==> src/rtl/cmd_pkt_rx_pkg.sv <==
package cmd_pkt_rx_pkg;
  typedef enum logic [2:0] {
    MD_IDLE       = 3'd0,
    MD_SEND_CFG   = 3'd1,
    MD_SEND_CS    = 3'd2,
    MD_RUN_SPI    = 3'd3,
    MD_RESP_FIRST = 3'd4,
    MD_RESP_MORE  = 3'd5
  } mode_e;

  localparam logic [15:0] ST_OK     = 16'd0;
  localparam logic [15:0] ST_OFF    = 16'd1;
  localparam logic [15:0] ST_WR_BAD = 16'd2;
  localparam logic [15:0] ST_RD_BAD = 16'd3;
  localparam logic [15:0] ST_OVF    = 16'd4;
  localparam logic [15:0] ST_UNEXP  = 16'd5;

  localparam logic [15:0] PID_CFG     = 16'h0000;
  localparam logic [15:0] PID_START   = 16'h0001;
  localparam logic [15:0] PID_CONT    = 16'h0002;
  localparam logic [15:0] PID_CS      = 16'h0003;
  localparam logic [15:0] PID_RESTART = 16'h0004;

  localparam logic [15:0] RD_DUPLEX = 16'hFFFF;
endpackage

==> src/rtl/cmd_pkt_rx_hdr.sv <==
module cmd_pkt_rx_hdr (
  input  logic        clk,
  input  logic        rst_n,
  input  logic        acc,
  input  logic        sop,
  input  logic        done,
  input  logic [7:0]  data,
  output logic [2:0]  pos,
  output logic [2:0]  seen,
  output logic [15:0] pid,
  output logic [15:0] f1,
  output logic [15:0] f2
);
  logic [2:0] seen_q;

  assign pos  = sop ? 3'd0 : seen_q;
  assign seen = seen_q;

  always_ff @(posedge clk or negedge rst_n) begin
    if (!rst_n) begin
      seen_q <= 3'd0;
      pid    <= 16'd0;
      f1     <= 16'd0;
      f2     <= 16'd0;
    end else if (done) begin
      seen_q <= 3'd0;
    end else if (acc) begin
      seen_q <= (pos == 3'd7) ? 3'd7 : pos + 3'd1;
      case (pos)
        3'd0: begin
          pid <= {8'h00, data};
          f1  <= 16'd0;
          f2  <= 16'd0;
        end
        3'd1: pid[15:8] <= data;
        3'd2: f1[7:0]   <= data;
        3'd3: f1[15:8]  <= data;
        3'd4: f2[7:0]   <= data;
        3'd5: f2[15:8]  <= data;
        default: ;
      endcase
    end
  end
endmodule

==> src/rtl/cmd_pkt_rx_wr.sv <==
module cmd_pkt_rx_wr #(
  parameter int IDX_W = 10
) (
  input  logic             clk,
  input  logic             rst_n,
  input  logic             load,
  input  logic [IDX_W-1:0] load_size,
  input  logic             take,
  input  logic [7:0]       data,
  input  logic             clr,
  output logic             we,
  output logic [IDX_W-1:0] addr,
  output logic [7:0]       wdata,
  output logic [IDX_W-1:0] idx,
  output logic [IDX_W-1:0] size,
  output logic             ovf
);
  assign we    = take && (idx < size);
  assign addr  = idx;
  assign wdata = data;

  always_ff @(posedge clk or negedge rst_n) begin
    if (!rst_n) begin
      idx  <= '0;
      size <= '0;
      ovf  <= 1'b0;
    end else if (load) begin
      idx  <= '0;
      size <= load_size;
      ovf  <= 1'b0;
    end else begin
      if (clr) ovf <= 1'b0;
      if (take) begin
        if (idx < size) idx <= idx + 1'b1;
        else            ovf <= 1'b1;
      end
    end
  end

  assert_idx_bound_R5: assert property (@(posedge clk) disable iff (!rst_n)
    idx <= size);
  assert_ovf_at_end_R5: assert property (@(posedge clk) disable iff (!rst_n)
    ovf |-> (idx == size));
endmodule

==> src/rtl/cmd_pkt_rx_verdict.sv <==
module cmd_pkt_rx_verdict
  import cmd_pkt_rx_pkg::*;
#(
  parameter int MAX_WR = 1022,
  parameter int MAX_RD = 1022
) (
  input  logic [2:0]  seen,
  input  logic [15:0] pid,
  input  logic [15:0] f1,
  input  logic [15:0] f2,
  input  logic        en,
  input  logic [15:0] st,
  input  logic        ovf,
  input  logic        idx_eq,
  output mode_e       nx_mode,
  output logic [15:0] nx_st,
  output logic        go_spi,
  output logic        go_cfg,
  output logic        go_cs,
  output logic        take_len
);
  localparam logic [15:0] WR_LIM = 16'(MAX_WR);
  localparam logic [15:0] RD_LIM = 16'(MAX_RD);

  always_comb begin
    nx_mode  = MD_RESP_FIRST;
    nx_st    = ST_UNEXP;
    go_spi   = 1'b0;
    go_cfg   = 1'b0;
    go_cs    = 1'b0;
    take_len = 1'b0;
    if (seen >= 3'd2) begin
      case (pid)
        PID_CFG: begin
          nx_mode = MD_SEND_CFG;
          nx_st   = st;
          go_cfg  = 1'b1;
        end
        PID_RESTART: nx_st = st;
        PID_CS: if (seen >= 3'd4) begin
          nx_mode = MD_SEND_CS;
          nx_st   = st;
          go_cs   = 1'b1;
        end
        PID_START: if (seen >= 3'd6) begin
          if (!en)                                  nx_st = ST_OFF;
          else if (f1 > WR_LIM)                     nx_st = ST_WR_BAD;
          else if (f2 > RD_LIM && f2 != RD_DUPLEX)  nx_st = ST_RD_BAD;
          else if (ovf)                             nx_st = ST_OVF;
          else begin
            nx_st    = ST_OK;
            take_len = 1'b1;
            if (idx_eq) begin
              nx_mode = MD_RUN_SPI;
              go_spi  = 1'b1;
            end else begin
              nx_mode = MD_IDLE;
            end
          end
        end
        PID_CONT: if (seen >= 3'd4) begin
          if (st != ST_OK)  nx_st = st;
          else if (ovf)     nx_st = ST_OVF;
          else begin
            nx_st = ST_OK;
            if (idx_eq) begin
              nx_mode = MD_RUN_SPI;
              go_spi  = 1'b1;
            end else begin
              nx_mode = MD_IDLE;
            end
          end
        end
        default: ;
      endcase
    end
  end
endmodule

==> src/rtl/cmd_pkt_rx.sv <==
module cmd_pkt_rx
  import cmd_pkt_rx_pkg::*;
#(
  parameter int MAX_WR = 1022,
  parameter int MAX_RD = 1022,
  localparam int IDX_W = $clog2(MAX_WR + 1),
  localparam int MAXC  = (MAX_WR > MAX_RD) ? MAX_WR : MAX_RD,
  localparam int LEN_W = $clog2(MAXC + 1)
) (
  input  logic             clk,
  input  logic             rst_n,
  input  logic             bridge_en,
  input  logic             in_valid,
  output logic             in_ready,
  input  logic [7:0]       in_data,
  input  logic             in_sop,
  input  logic             in_last,
  output logic             buf_we,
  output logic [IDX_W-1:0] buf_addr,
  output logic [7:0]       buf_data,
  output logic [2:0]       mode,
  output logic [15:0]      status,
  output logic             start_xfer,
  output logic             cfg_req,
  output logic             cs_req,
  output logic             spi_cs_n,
  output logic [LEN_W-1:0] xfer_wr_len,
  output logic [LEN_W-1:0] xfer_rd_len,
  output logic             xfer_duplex
);
  localparam logic [15:0] WR_LIM = 16'(MAX_WR);
  localparam logic [15:0] RD_LIM = 16'(MAX_RD);

  logic             commit_q;
  logic             acc;
  logic [2:0]       pos, seen;
  logic [15:0]      pid, f1, f2;
  logic [15:0]      status_q;
  mode_e            mode_q;
  logic             cmd_ok, take, load;
  logic [IDX_W-1:0] wr_idx, wr_size;
  logic             ovf;
  mode_e            nx_mode;
  logic [15:0]      nx_st;
  logic             go_spi, go_cfg, go_cs, take_len;

  assign in_ready = !commit_q;
  assign acc      = in_valid && in_ready;
  assign mode     = mode_q;
  assign status   = status_q;

  cmd_pkt_rx_hdr u_hdr (
    .clk(clk), .rst_n(rst_n), .acc(acc), .sop(in_sop), .done(commit_q),
    .data(in_data), .pos(pos), .seen(seen), .pid(pid), .f1(f1), .f2(f2)
  );

  assign cmd_ok = bridge_en && (f1 <= WR_LIM) && ((f2 <= RD_LIM) || (f2 == RD_DUPLEX));
  assign take   = acc && (((pid == PID_START) && (pos >= 3'd6) && cmd_ok) ||
                          ((pid == PID_CONT)  && (pos >= 3'd4) && (status_q == ST_OK)));
  assign load   = acc && (pid == PID_START) && (pos == 3'd5);

  cmd_pkt_rx_wr #(.IDX_W(IDX_W)) u_wr (
    .clk(clk), .rst_n(rst_n), .load(load), .load_size(f1[IDX_W-1:0]),
    .take(take), .data(in_data), .clr(acc && (pos == 3'd0)),
    .we(buf_we), .addr(buf_addr), .wdata(buf_data),
    .idx(wr_idx), .size(wr_size), .ovf(ovf)
  );

  cmd_pkt_rx_verdict #(.MAX_WR(MAX_WR), .MAX_RD(MAX_RD)) u_verdict (
    .seen(seen), .pid(pid), .f1(f1), .f2(f2), .en(bridge_en), .st(status_q),
    .ovf(ovf), .idx_eq(wr_idx == wr_size), .nx_mode(nx_mode), .nx_st(nx_st),
    .go_spi(go_spi), .go_cfg(go_cfg), .go_cs(go_cs), .take_len(take_len)
  );

  always_ff @(posedge clk or negedge rst_n) begin
    if (!rst_n) begin
      commit_q    <= 1'b0;
      mode_q      <= MD_IDLE;
      status_q    <= ST_OK;
      start_xfer  <= 1'b0;
      cfg_req     <= 1'b0;
      cs_req      <= 1'b0;
      spi_cs_n    <= 1'b1;
      xfer_wr_len <= '0;
      xfer_rd_len <= '0;
      xfer_duplex <= 1'b0;
    end else begin
      commit_q   <= acc && in_last;
      start_xfer <= 1'b0;
      cfg_req    <= 1'b0;
      cs_req     <= 1'b0;
      if (commit_q) begin
        mode_q     <= nx_mode;
        status_q   <= nx_st;
        start_xfer <= go_spi;
        cfg_req    <= go_cfg;
        cs_req     <= go_cs;
        if (go_cs) spi_cs_n <= ~f1[0];
        if (take_len) begin
          xfer_wr_len <= f1[LEN_W-1:0];
          xfer_duplex <= (f2 == RD_DUPLEX);
          xfer_rd_len <= (f2 == RD_DUPLEX) ? f1[LEN_W-1:0] : f2[LEN_W-1:0];
        end
      end
    end
  end

  assert_ready_drop_R1: assert property (@(posedge clk) disable iff (!rst_n)
    (acc && in_last) |=> !in_ready);
  assert_start_clean_R6: assert property (@(posedge clk) disable iff (!rst_n)
    start_xfer |-> (mode_q == MD_RUN_SPI && status_q == ST_OK));
  assert_pulses_exclusive_R9: assert property (@(posedge clk) disable iff (!rst_n)
    $onehot0({start_xfer, cfg_req, cs_req}));
  assert_select_moves_R8: assert property (@(posedge clk) disable iff (!rst_n)
    !$stable(spi_cs_n) |-> cs_req);
endmodule

==> config.mk <==
export PLATFORM = sky130hd
export DESIGN_NAME = cmd_pkt_rx
export DESIGN_NICKNAME = d
export VERILOG_FILES = /design/src/rtl/cmd_pkt_rx_pkg.sv /design/src/rtl/cmd_pkt_rx_hdr.sv /design/src/rtl/cmd_pkt_rx_wr.sv /design/src/rtl/cmd_pkt_rx_verdict.sv /design/src/rtl/cmd_pkt_rx.sv
export SDC_FILE = /design/constraint.sdc
export NUM_CORES = 1
export LEC_CHECK = 0
export ABC_AREA = 1
export BUFFER_PORTS_ARGS = -buffer_cell sky130_fd_sc_hd__buf_4
export CORE_ASPECT_RATIO = 0.5
export CORE_UTILIZATION = 47
export DETAILED_ROUTE_END_ITERATION = 6
export GPL_ROUTABILITY_DRIVEN = 0
export PLACE_DENSITY = 0.69
export SLEW_MARGIN = 25
export SYNTH_ARGS = -nofsm -noshare
export SYNTH_HDL_FRONTEND = slang
export SYNTH_HIERARCHICAL = 1
export SYNTH_SLANG_ARGS = --single-unit
==> constraint.sdc <==
create_clock -name clk -period 2 [get_ports clk]
set_input_delay 0.1 -clock clk [delete_from_list [all_inputs] [get_ports clk]]
set_output_delay 0.1 -clock clk [all_outputs]
set_load 0.05 [all_outputs]
# Word-level counts from Yosys, hierarchy flattened
# Cells that the tools add are included.
# word_totals
word_cells	153
regBits	117
input_bits	14
# classes
mux	63
bitwise	2
magnitude_cmp	10
n_reduce_logical	40
add_sub_neg	2
eq_ne	16
# op_table
operator	count
two-way mux 16 bit	8
one-hot mux 8 bit (2 select lines)	5
one-hot mux 16 bit (4 select lines)	1
two-way mux 3 bit	14
two-way mux 10 bit	4
== test 16 x 2 -> 1 bit (second input constant)	2
> comparator 16 x 10 -> 1 bit (second input constant)	2
less-or-equal comparator 16 x 10 -> 1 bit (second input constant)	2
zero test 16 bit	2
two-way mux 1 bit	28
AND reduction 3 bit	6
== test 16 x 1 -> 1 bit (second input constant)	1
== test 16 bit (second input constant)	1
== test 16 x 3 -> 1 bit (second input constant)	1
inequality test 16 bit (second input constant)	1
nonzero test 16 bit	1
nonzero test 2 bit	8
logical AND 1 bit	14
greater-or-equal comparator 3 bit (second input constant)	4
one-hot mux 3 bit (4 select lines)	1
adder 10 x 1 -> 10 bit (second input constant)	1
== test 10 bit	1
< comparator 10 bit	1
== test 3 bit (second input constant)	3
16 further kinds	21

# Logic depth before layout (Yosys ltp)
# depth
depth_word	10
mapped_depth	13
ltp_nobuf	12

# By module
# The synthesis kept the hierarchy.
# modules_own_cells
module	instances	cells_each	area_each_um2
cmd_pkt_rx	1	294	2247.2
cmd_pkt_rx_hdr	1	248	2209.6
cmd_pkt_rx_wr	1	193	1485.2
cmd_pkt_rx_verdict	1	190	960.9

# Least setup slack after synthesis
# OpenSTA, ideal clock, no wires.
# synth_timing
path_type	reg-to-output
start	reg u_hdr.seen_q[2], in the netlist u_hdr/seen[2]
end	out buf_we
arrival_time_ns	2.006
path_stages_with_launch	13
path_buffers	2
path_slack_ns	-0.106
required_time_ns	1.900
cell_sequence	dfrtp_1 -> inv_1 -> nor2_2 -> buf_2 -> inv_1 -> nor2_1 -> nand4_1 -> nor2_1 -> nand3_1 -> a21oi_1 -> nand4_2 -> buf_6 -> inv_1
# synth_between
elab_chain_len	7
# synth_lines
element	line_no	rtl
start, declared	cmd_pkt_rx_hdr.sv:14	logic [2:0] seen_q;
start signal, assigned	cmd_pkt_rx_hdr.sv:28	seen_q <= (pos == 3'd7) ? 3'd7 : pos + 3'd1;
two-way mux 3 bit *	cmd_pkt_rx_hdr.sv:16	assign pos = sop ? 3'd0 : seen_q;
net pos[2]	cmd_pkt_rx.sv:36	logic [2:0] pos, seen;
greater-or-equal comparator 3 bit, on equally long branches	cmd_pkt_rx.sv:58, cmd_pkt_rx.sv:59	
logical AND 1 bit, on equally long branches (2 in series)	cmd_pkt_rx.sv:58, cmd_pkt_rx.sv:59	
logical OR 1 bit *	cmd_pkt_rx.sv:58	assign take = acc && (((pid == PID_START) && (pos >= 3'd6) && cmd_ok) ||
logical AND 1 bit *	cmd_pkt_rx.sv:58	
net take	cmd_pkt_rx.sv:40	logic cmd_ok, take, load;
logical AND 1 bit *	cmd_pkt_rx_wr.sv:18	assign we = take && (idx < size);
end, declared	cmd_pkt_rx.sv:18	output logic buf_we,
# The timed path passes the listed nets; every way through them passes the cells marked *.

# Worst setup path in the final report
# layout_timing
start	reg u_hdr.pid[14]
end	out buf_we
# layout_between
elab_chain_len	6
# layout_lines
element	line_no	rtl
start, declared	cmd_pkt_rx_hdr.sv:10	output logic [15:0] pid,
start signal, assigned	cmd_pkt_rx_hdr.sv:31	pid <= {8'h00, data};
start signal, assigned	cmd_pkt_rx_hdr.sv:35	3'd1: pid[15:8] <= data;
== test 16 x 1 -> 1 bit or == test 16 x 2 -> 1 bit (tied branches)	cmd_pkt_rx.sv:58, cmd_pkt_rx.sv:59	
logical AND 1 bit, on equally long branches (2 in series)	cmd_pkt_rx.sv:58, cmd_pkt_rx.sv:59	
logical OR 1 bit *	cmd_pkt_rx.sv:58	
logical AND 1 bit *	cmd_pkt_rx.sv:58	
net take	cmd_pkt_rx.sv:40	
logical AND 1 bit *	cmd_pkt_rx_wr.sv:18	
# Marks and branches as above.

==> impl_metrics.py <==
metrics = {
    "worst_hold_path": {
        "hp-class": "input port to flop",
        "hp-start": "in_data[6]",
    },
    "clock_tree": {
        "cts_tree": "yes",
        "cts.sinks": 117,
        "root_buffer": "clkbuf_16",
        "clk_pin_slew_ns": 0.06,
        "clk-insertion-delay-late_ns": 0.42,
        "clock_path_buffers": 2,
        "htree_num_levels": 4,
        "cts_buffers": 17,
    },
    "critical_path": {
        "cp-end-kind": "primary output",
        "critPathArrivalTime_ns": 2.10,
        "crit_fanout": 3,
        "startpoint_type": "flop",
        "path_class": "flop to primary output",
        "required_ns": 1.90,
        "critPathLaunch": "u_hdr/pid[14]",
        "slowest_delay_ns": 0.38,
        "crit_chain": "nor2_1 > nand2_1 > nor2_2 > nand2_1 > nor2_1 > nand3_1 > a21oi_2 > buf_4 > nand4_4 > clkinvlp_4 > buf_8",
        "timing.rr.start": "u_hdr/pid[14]",
        "cp_num_buf_inv": 3,
        "crit_family": "simple AND/OR/NAND/NOR gates",
        "critical-path-slowest-cell": "dfrtp_1",
    },
    "die": {
        "io_pins": 78,
        "die_x_um": 173,
        "dieArea_um2": 15200,
        "num_rows": 30,
        "coreArea_um2": 13900,
        "start_util": 0.496,
        "chipHeight_um": 87.7,
    },
    "layout": {
        "multi_input_area_um2": 3510,
        "nNetsFinal": 1105,
        "antenna_cells": 0,
        "nFillCells": 1153,
        "syn_to_final_growth_pct": 31.8,
        "seq_area_um2": 2930,
        "fin_cells": 1282,
        "drive_above_1_share": 0.282,
    },
    "timing": {
        "hold_violations": 0,
        "finalSetupViolCount": 11,
        "drv_slew": 0,
        "fin_skew_ns": 0.0125,
        "rsz0062_at_grt": "true",
        "max_slew_margin": 0.580,
        "period_share": 1.10,
        "setup_slack_ns": -0.201,
        "fmax_mhz": 454,
        "whs_ns": 0.0106,
        "setup_tns_ns": -1.19,
        "tightest_slew_ns": 0.630,
        "layout_min_cycle_time_ns": 2.20,
    },
    "yosys": {
        "synthArstFlopShare": 1.00,
        "synth_nets": 953,
        "synth_cells": 925,
        "synth-seq-cells": 117,
        "yosys.area.top_type": "dfrtp_1",
        "synthTopCellsByCount": "280 x nand2_1, 116 x dfrtp_1, 96 x nor2_1, 93 x nand3_1, 78 x inv_1",
        "ys_seq_area_frac": 0.424,
        "syn_area_um2": 6900,
        "synth_flop_cell": "dfrtp_1",
        "synth.distinct_cells": 41,
        "netlist.area_leader.share": 0.421,
        "synth_edf_count": 0,
        "synthTopCellsByArea": "dfrtp_1 42%, nand2_1 15%, nand3_1 6.7%",
        "yosysWarnings": 6,
        "synth_most_common_cell": "nand2_1",
        "syn_avg_cell_area_um2": 7.46,
    },
    "route": {
        "firstDrtPassIters": 5,
        "drtAntennaViolNets": 0,
        "routed_wl_mm": 19.7,
        "vias_per_cell": 5.29,
        "first_iter_violations": 495,
        "wl_per_cell_um": 15.4,
        "wl_met3_mm": 1.47,
        "m1WireLength_mm": 9.25,
        "dr.max_layer_used": "met4",
        "vias": 6787,
        "wl_met2_mm": 8.70,
        "post-route-drc-count": 0,
    },
    "grt": {
        "grt_first_pass_wirelength_mm": 31.8,
        "overflow": 0,
        "grt_max_degree": 45,
        "antenna_found_initial": 0,
        "grt_pass1_vias": 6409,
        "track_usage": 0.265,
    },
    "placed_design": {
        "post-place-ws_ns": -0.0396,
        "dp_cells": 1233,
        "io_buffers": 77,
        "dp_hpwl_mm": 13.6,
    },
    "pwr": {
        "powerDensity_nw_per_um2": 759,
        "power_leakage_nw": 4.70,
        "p_total_mw": 6.91,
        "vdd_drop_max_v": 0.000502,
    },
    "run_status": {
        "outcome": "finished with violations",
        "violations": "setup timing",
    },
    "run": {
        "max_cap_viol_count": 0,
    },
}
## layout make-up
cell class                 count  share of cell area
multi-input combinational    676               0.385
sequential                   117               0.322
timing repair buffer         182               0.162
clock buffer                  18              0.0472
inverter                      83              0.0349
tap                          192              0.0264
clock inverter                14              0.0223
## power breakdown
group | total (mW) | internal [mW] | switching (mW) | leakage (nW)
combinational | 1.09 | 0.384 | 0.708 | 2.84
sequential | 2.53 | 2.46 | 0.0683 | 1.55
clock | 3.29 | 2.10 | 1.19 | 0.299
total | 6.91 | 4.94 | 1.96 | 4.70
## cell usage in the layout, fill, tap and decap left out, types with 13 or more instances in the layout
cell and instances:
nor2_4 13, o21ai_1 22, inv_1 75, nor2_1 84, nand4_1 37, dfrtp_1 115
nor2_2 26, buf_4 167, nand2_1 272, nand2_2 22, clkbuf_16 19, ha_1 14
nand3_1 92, o21ai_0 26
## cells by family (layout without fill, tap and decap cells)
logic type                 count (synthesis)  in the layout  share of synthesized area
xor gates and xnor gates                  14             14                     0.0178
AOI/OAI and AO/OA                         66             66                     0.0508
DFF                                      117            117                      0.424
adders and majority gates                 14             14                     0.0254
and+or+nand+nor                          580            581                      0.387
muxes                                      1              1                    0.00145
buffers and inverters                    133            297                     0.0933
## final timing paths
check                                 end  slack [ns]  cells after the start
setup / recovery                   buf_we       -0.20                     11
hold / removal                u_hdr/f2[6]        0.01                      3
setup reg to reg             u_wr/addr[7]       -0.11                     14
hold reg to reg                   mode[0]        0.47                      2
max in group asynchronous    u_hdr/f2[11]        1.02                      3
min in group asynchronous  xfer_rd_len[4]        0.25                      2
## layer usage
| layer | global-route usage | vias to the layer above |
|---|---|---|
| met4 | 0.0845 | 0 |
| li1 | - | 3273 |
| met5 | 0 | - |
| met3 | 0.0573 | 39 |
| met2 | 0.424 | 271 |
| met1 | 0.363 | 3204 |
## worst reg2reg max path: stages (launching register included)
cell,delay (ns)
dfrtp_1,0.38
nor2_1,0.13
nand2_1,0.08
nor2_2,0.17
nand2_1,0.10
nor2_1,0.09
nand3_1,0.09
a21oi_2,0.17
buf_4,0.15
nand4_4,0.10
buf_4,0.16
buf_6,0.11
buf_4,0.15
nand3_1,0.08
nand2_1,0.05
## flip-flops by register name, indices dropped and copies added, names as in the netlist
register,flops
start_xfer,1
commit_q,1
cfg_req,1
u_hdr/pid,16
xfer_rd_len,10
cs_req,1
u_wr/size,10
u_wr/ovf,1
status,16
u_hdr/f1,16
u_hdr/f2,16
u_wr/addr,10
spi_cs_n,1
mode,3
xfer_duplex,1
xfer_wr_len,10
u_hdr/seen,3
## metrics by stage
| stage | util | cell area [um2] |
|---|---|---|
| after floorplan | - | 6910 |
| after global placement | 0.582 | 8110 |
| after detailed placement | 0.582 | 8110 |
| after CTS | 0.635 | 8850 |
| after global routing | 0.653 | 9100 |
| final | 0.653 | 9100 |
## what timing repair did
| item | 4_1_cts | 5_1_grt |
|---|---|---|
| setup endpoints to repair | 12 | 70 |
| hold endpoints to repair | 40 | 0 |
| buffers inserted | 5 | 10 |
| gates cloned | 0 | 4 |
| hold buffers | 2 | 0 |
| pin swaps | 7 | 27 |
| gates resized for setup | 13 | 43 |
Power figures use the tool's default switching activity.
